==> config.mk <==
export PLATFORM = sky130hd
export DESIGN_NAME = tcyc_step_ctl
export DESIGN_NICKNAME = d
export VERILOG_FILES = /design/src/rtl/tcyc_step_ctl.sv
export SDC_FILE = /design/constraint.sdc
export NUM_CORES = 1
export LEC_CHECK = 0
export BUFFER_PORTS_ARGS = -buffer_cell sky130_fd_sc_hd__buf_2
export CORE_AREA = 2 2 39 41
export DETAILED_ROUTE_END_ITERATION = 10
export DIE_AREA = 0 0 41 43
export PLACE_DENSITY_LB_ADDON = 0.3
export SYNTH_ARGS = -nofsm -noshare
export SYNTH_HDL_FRONTEND = slang
export SYNTH_SLANG_ARGS = --single-unit
==> constraint.sdc <==
create_clock -name clk -period 1.6 [get_ports clk]
set_input_delay 0.32 -clock clk [delete_from_list [all_inputs] [get_ports clk]]
set_output_delay 0.32 -clock clk [all_outputs]
set_load 0.1 [all_outputs]
==> src/rtl/tcyc_step_ctl.sv <==
module tcyc_step_ctl #(
  parameter int N_IN  = 3,
  parameter int N_OUT = 2,
  parameter int CNT_W = 8
) (
  input  logic             clk,
  input  logic             rst_n,
  input  logic             step_en,
  input  logic [N_IN-1:0]  in_valid,
  output logic [N_IN-1:0]  in_pop,
  input  logic [N_OUT-1:0] out_ready,
  output logic [N_OUT-1:0] out_push,
  output logic             unit_start,
  input  logic             unit_done,
  output logic             busy,
  output logic [CNT_W-1:0] tcycle
);
  logic commit;

  assign unit_start = !busy && (&in_valid) && (&out_ready) && step_en;
  assign commit     = busy && unit_done;
  assign in_pop     = {N_IN{commit}};
  assign out_push   = {N_OUT{commit}};

  always_ff @(posedge clk) begin
    if (!rst_n) begin
      busy   <= 1'b0;
      tcycle <= '0;
    end else begin
      if (unit_start)  busy <= 1'b1;
      else if (commit) busy <= 1'b0;
      if (commit) tcycle <= tcycle + 1'b1;
    end
  end
endmodule


==> results of run 1 <==
## power groups by stage
| stage | sequential, mW | clock [mW] | combinational [mW] |
|---|---|---|---|
| 6_report | 0.220 | 0.181 | 0.0308 |
| 5_1_grt | 0.220 | 0.196 | 0.0330 |
| 4_1_cts | 0.220 | 0.188 | 0.0307 |
| 3_5_place_dp | 0.225 | 0 | 0.0307 |
| 3_3_place_gp | 0.225 | 0 | 0.0307 |
| 2_1_floorplan | 0.228 | 0 | 0.0125 |
## stage by stage
step / hold slack [ns] / util / power [mW] / instance area, um2 / setup TNS [ns]
final: 0.274 / 0.499 / 0.432 / 691 / 0
after global routing: 0.287 / 0.499 / 0.449 / 691 / 0
after floorplan: 0.437 / - / 0.240 / 467 / -0.00930
after detailed placement: 0.472 / 0.478 / 0.256 / 662 / 0
after global placement: 0.461 / 0.478 / 0.256 / 662 / 0
after CTS: 0.272 / 0.497 / 0.439 / 688 / 0
## layer usage
layer,global-route usage,up-vias
met4,0.0600,0
met3,0.0628,2
met5,0,-
met1,0.199,190
met2,0.172,25
li1,-,230
## sequential cells by signal (all words and copies together), names as in the netlist
name,cells
busy,1
tcycle,8
## repair_timing
item / CTS / global route
endpoints found under the hold margin: 0 / 0
resized for setup: 0 / 1
endpoints found under the setup margin: 0 / 5
## area by class of cell
| cell class | instances | area [um2] |
|---|---|---|
| fill | 130 | 693 |
| clock buffer | 4 | 26.3 |
| inverter | 3 | 11.3 |
| sequential | 9 | 198 |
| multi-input combinational | 35 | 223 |
| timing repair buffer | 24 | 213 |
| tap | 16 | 20.0 |
## logic make-up (layout without fill, tap and decap cells)
family                     after synthesis  count (layout)  share of synthesized area
AOI/OAI and AO/OA                       12              12                      0.160
and+or+nand+nor                         20              20                      0.249
adders and majority gates                1               1                     0.0286
buffers and inverters                    8              31                      0.111
xor gates and xnor gates                 2               2                     0.0400
DFF                                      9               9                      0.411
## worst max-delay path by stage
stage,end,cells past startpoint
2_1_floorplan,unit_start,1
3_3_place_gp,in_pop[1],5
3_5_place_dp,in_pop[1],5
4_1_cts,in_pop[1],4
5_1_grt,out_push[0],4
6_report,in_pop[1],4
## layout by cell type, fill, tap and decap left out
cell type,n
o21a_1,1
dfxtp_4,3
nand3_1,4
nor2b_1,1
buf_12,6
buf_4,1
nand4_1,1
xor2_1,2
inv_1,3
o21ai_0,2
a21oi_1,6
nand3_2,1
ha_1,1
nor2_1,2
nand2_2,1
or3_1,2
clkbuf_1,1
dfxtp_1,1
dfxtp_2,5
clkbuf_4,3
buf_2,17
o31ai_1,3
or4_1,3
nor3_4,1
nand2_1,4
## critical path, stage by stage, from the launching register on
cell and delay [ns]:
dfxtp_4 0.40, nand2_2 0.09, inv_1 0.06, buf_4 0.19, buf_12 0.19
==> metrics.txt, run 1 <==
count of buffers added by post-CTS timing repair for setup=0; Leakage Power=0.290 nW; Pint=0.327 mW; Slew headroom=0.677; count of clock tree sinks=9; slew of the pin with the lowest slew margin=0.487 ns; synthesis-to-finish area growth=57.7%; met2 wire len=429 um; arrival time reported for the critical path endpoint=1.19 ns; combinational fraction of design power=0.071; buffer type at the clock tree root=clkbuf_4; area of the die=1760 um2; synthesized area=438 um2; average detailed-routed wire length per instance=11.0 um; post-route fraction of the period consumed by the critical path=0.946; internal reg-to-reg setup slack=0.30 ns; Chip Height=43 um; first-pass GRT wire length=1660 um; maximum vdd ir drop=0.464 mV; count of H-tree levels built during CTS=1; Antenna Violating Nets Remaining=0; capture point of the worst reg-to-reg path=tcycle[6]; routed length on met3=110 um; aggregate routed wire length=999 um; number of setup violations in the final report=0; most used standard cell by instance count after synthesis=dfxtp_1; Worst Reg-to-Reg Cells=4; total instance count after detailed placement=87; total routing usage reported by global routing=0.138; router iterations before antenna repair=4; syn avg cell area=8.42 um2; placer congestion estimate=0.653; count of pins on the block boundary=24; sequential share of the synthesized area=0.411; Post-Route M1 WL=446 um; critical path fanouts, max=7; shortest period the worst path allows=1.51 ns; antenna diode count=0; clock network fraction of design power=0.419; count of vias placed by the detailed router=447; row count=14; uppermost layer routed=met4; Cell variety after synth=18; dominant register cell in the synthesized netlist=dfxtp_1; Post-DP HPWL=737 um; Post-Place Worst Slack=0.261 ns; maximum count of clock buffers along a single path=2; switching part of the total=0.242; sort of element at the start of the critical path=flop; number of non-filler instances in the completed layout=91; via count of the first global-routing pass=385; Die Span X=41 um; top-area cell type share of the netlist area=0.411; hold path startpoint=rst_n; count of flip-flops with a built-in enable after synthesis=0; crit path launch=busy; number of DRC markers in iteration 0=9; Required @ worst endpoint=1.28 ns; Post-Synthesis Cells=52; clock buffers created by TritonCTS=3; hold worst-path end=busy; run status=finished, final reports clean; share of post-route cells with drive strength above 1=0.507; number of flip-flops and latches in the synthesized netlist=9; maximum number of pins on one net before global-route repair=9; Post-synth ARST share=0; area of the core=1380 um2; number of antenna violations at the first check in global routing=0; worst hold stages=2; effective utilization at floorplan=0.316; count of buffers from port buffering=23; unrepaired setup endpoints after global routing=false; Commonest cells post-synth=dfxtp_1, a21oi_1, buf_4, nand2_1, nand3_1; total of warnings raised by yosys=0; final hold viol count=0; critical path capture point type=primary output; Critical Setup Path Class=flop to primary output; via count normalized by instance count=4.91; DRC violation count after routing=0; Pwr Density=625 nW/um2; post-synth top area cell=dfxtp_1; final net count=86; Slew Limit Fails=0; worst min-delay path class=input pin to flop; insertion delay of the later-clocked pin in the worst-skew pair=0.26 ns; cells taking the most area after synthesis=dfxtp_1, buf_4, a21oi_1; maximum clock rate=0.661 GHz; power share of the sequential group=0.509; post-CTS clock slew at the launch and capture registers of the worst setup and hold paths=0.07 ns; number of maximum-capacitance violations=0; clock tree from TritonCTS=built; global route total overflow=0; worst flop-to-flop path startpoint=tcycle[0]; number of buffers inserted by hold repair at cts=0; setup slack of the critical path after layout=0.0869 ns; final setup skew=0.00217 ns; Synth Net Count=62; switching power total=0.105 mW
Power figures use the tool's default switching activity.
==> run 2: changes to the inputs <==
--- a/config.mk
+++ b/config.mk
@@ -9,7 +9,7 @@
 export CORE_AREA = 2 2 39 41
 export DETAILED_ROUTE_END_ITERATION = 10
 export DIE_AREA = 0 0 41 43
-export PLACE_DENSITY_LB_ADDON = 0.3
+export PLACE_DENSITY = 0.67
 export SYNTH_ARGS = -nofsm -noshare
 export SYNTH_HDL_FRONTEND = slang
 export SYNTH_SLANG_ARGS = --single-unit
==> metrics.txt, run 2 (synthesized netlist as in run 1, its figures left out) <==
Die Span X=41 um; area of the core=1380 um2; effective utilization at floorplan=0.316; largest register by flop count=tcycle; Post-DP HPWL=799 um; sequence of cells on the critical path=nand2_2, inv_1, buf_4, buf_12; number of DRC markers in iteration 0=7; number of flip-flops in the largest register=8; instance area at placement=662 um2; top library cells by usage in the layout, fill and taps aside=buf_2, a21oi_1, buf_12; count of clock tree sinks=9; Non-Filler Cell Area, Final=691 um2; maximum vdd ir drop=0.364 mV; shortest period the worst path allows=1.51 ns; number of non-filler instances in the completed layout=91; buffer type at the clock tree root=clkbuf_4; maximum clock rate=0.661 GHz; # resized after CTS=0; DRC violation count after routing=0; number of maximum-capacitance violations=0; final core utilization=0.499; router iterations before antenna repair=4; via count of the first global-routing pass=324; number of setup violations in the final report=0; final net count=86; critical path capture point type=primary output; total routing usage reported by global routing=0.136; Required @ worst endpoint=1.28 ns; cell type group with the largest total delay on the critical path=buffers and inverters; Leakage Power=0.290 nW; number of buffers inserted by hold repair at cts=0; Slew headroom=0.675; number of antenna violations at the first check in global routing=0; placer congestion estimate=0.699; post-route fraction of the period consumed by the critical path=0.946; average detailed-routed wire length per instance=11.5 um; final setup skew=0.00171 ns; critical path fanouts, max=7; insertion delay of the later-clocked pin in the worst-skew pair=0.26 ns; maximum number of pins on one net before global-route repair=9; Slew Limit Fails=0; aggregate routed wire length=1050 um; post-CTS clock slew at the launch and capture registers of the worst setup and hold paths=0.06 ns; Bufs and invs on worst path=3; Worst Hold Slack=0.280 ns; worst min-delay path class=input pin to flop; slew of the pin with the lowest slew margin=0.490 ns; clock buffers created by TritonCTS=3; count of vias placed by the detailed router=457; crit path max-delay cell type=dfxtp_4; clock tree from TritonCTS=built; share of post-route cells with drive strength above 1=0.507; count of buffers from port buffering=23; global route total overflow=0; first-pass GRT wire length=1520 um; filler cell count=138; Pwr Density=621 nW/um2; run status=finished, final reports clean; maximum single-stage delay on the critical path=0.40 ns; via count normalized by instance count=5.02; final hold viol count=0; area of the die=1760 um2; Antenna Violating Nets Remaining=0; row count=14; Chip Height=43 um; count of buffers added by post-CTS timing repair for setup=0; count of H-tree levels built during CTS=1; Critical Setup Path Class=flop to primary output; sort of element at the start of the critical path=flop; synthesis-to-finish area growth=57.7%; top flop regs=tcycle x8, busy x1; unrepaired setup endpoints after global routing=false; most common library cell in the layout ignoring fill and taps=buf_2; count of pins on the block boundary=24; final-layout setup total negative slack=0 ns; total instance count after detailed placement=87; arrival time reported for the critical path endpoint=1.19 ns; antenna diode count=0; maximum count of clock buffers along a single path=2
## run 2: cell counts in the layout (fill, tap and decap cells not counted)
Identical to the previous run, type by type.
## run 2: final timing paths
check | startpoint | endpoint | slack (ns) | cells past startpoint
hold reg to reg | tcycle[7] | tcycle[7] | 0.47 | 2
setup / recovery | busy | in_pop[2] | 0.09 | 4
hold / removal | rst_n | busy | 0.28 | 2
setup reg to reg | tcycle[0] | tcycle[6] | 0.28 | 4
## run 2: area by class of cell
class                   instances  area (um2)  area share
repair buffers                 24         213       0.308
inverters                       3        11.3      0.0163
flip-flops and latches          9         198       0.286
clock buffers                   4        26.3      0.0380
well taps                      16        20.0      0.0290
multi-input cells              35         223       0.322
## run 2: metrics by stage
| stage | power [mW] | setup WS (ns) |
|---|---|---|
| 2_1_floorplan | 0.240 | -0.00930 |
| 3_3_place_gp | 0.256 | 0.268 |
| 3_5_place_dp | 0.256 | 0.241 |
| 4_1_cts | 0.436 | 0.0233 |
| 5_1_grt | 0.449 | 0.0385 |
| 6_report | 0.429 | 0.0867 |
## run 2: routing by layer
metal	track usage	up-vias	routed length, um
met1	0.159	205	464
met5	0	-	0
met2	0.191	20	484
met4	0.100	0	30
li1	-	228	-
met3	0.0524	4	71
## run 2: report_power, final
part           total (mW)  internal [mW]  switching, mW
Sequential          0.220          0.219       0.000725
Combinational      0.0313         0.0118         0.0195
Clock               0.177         0.0962         0.0810
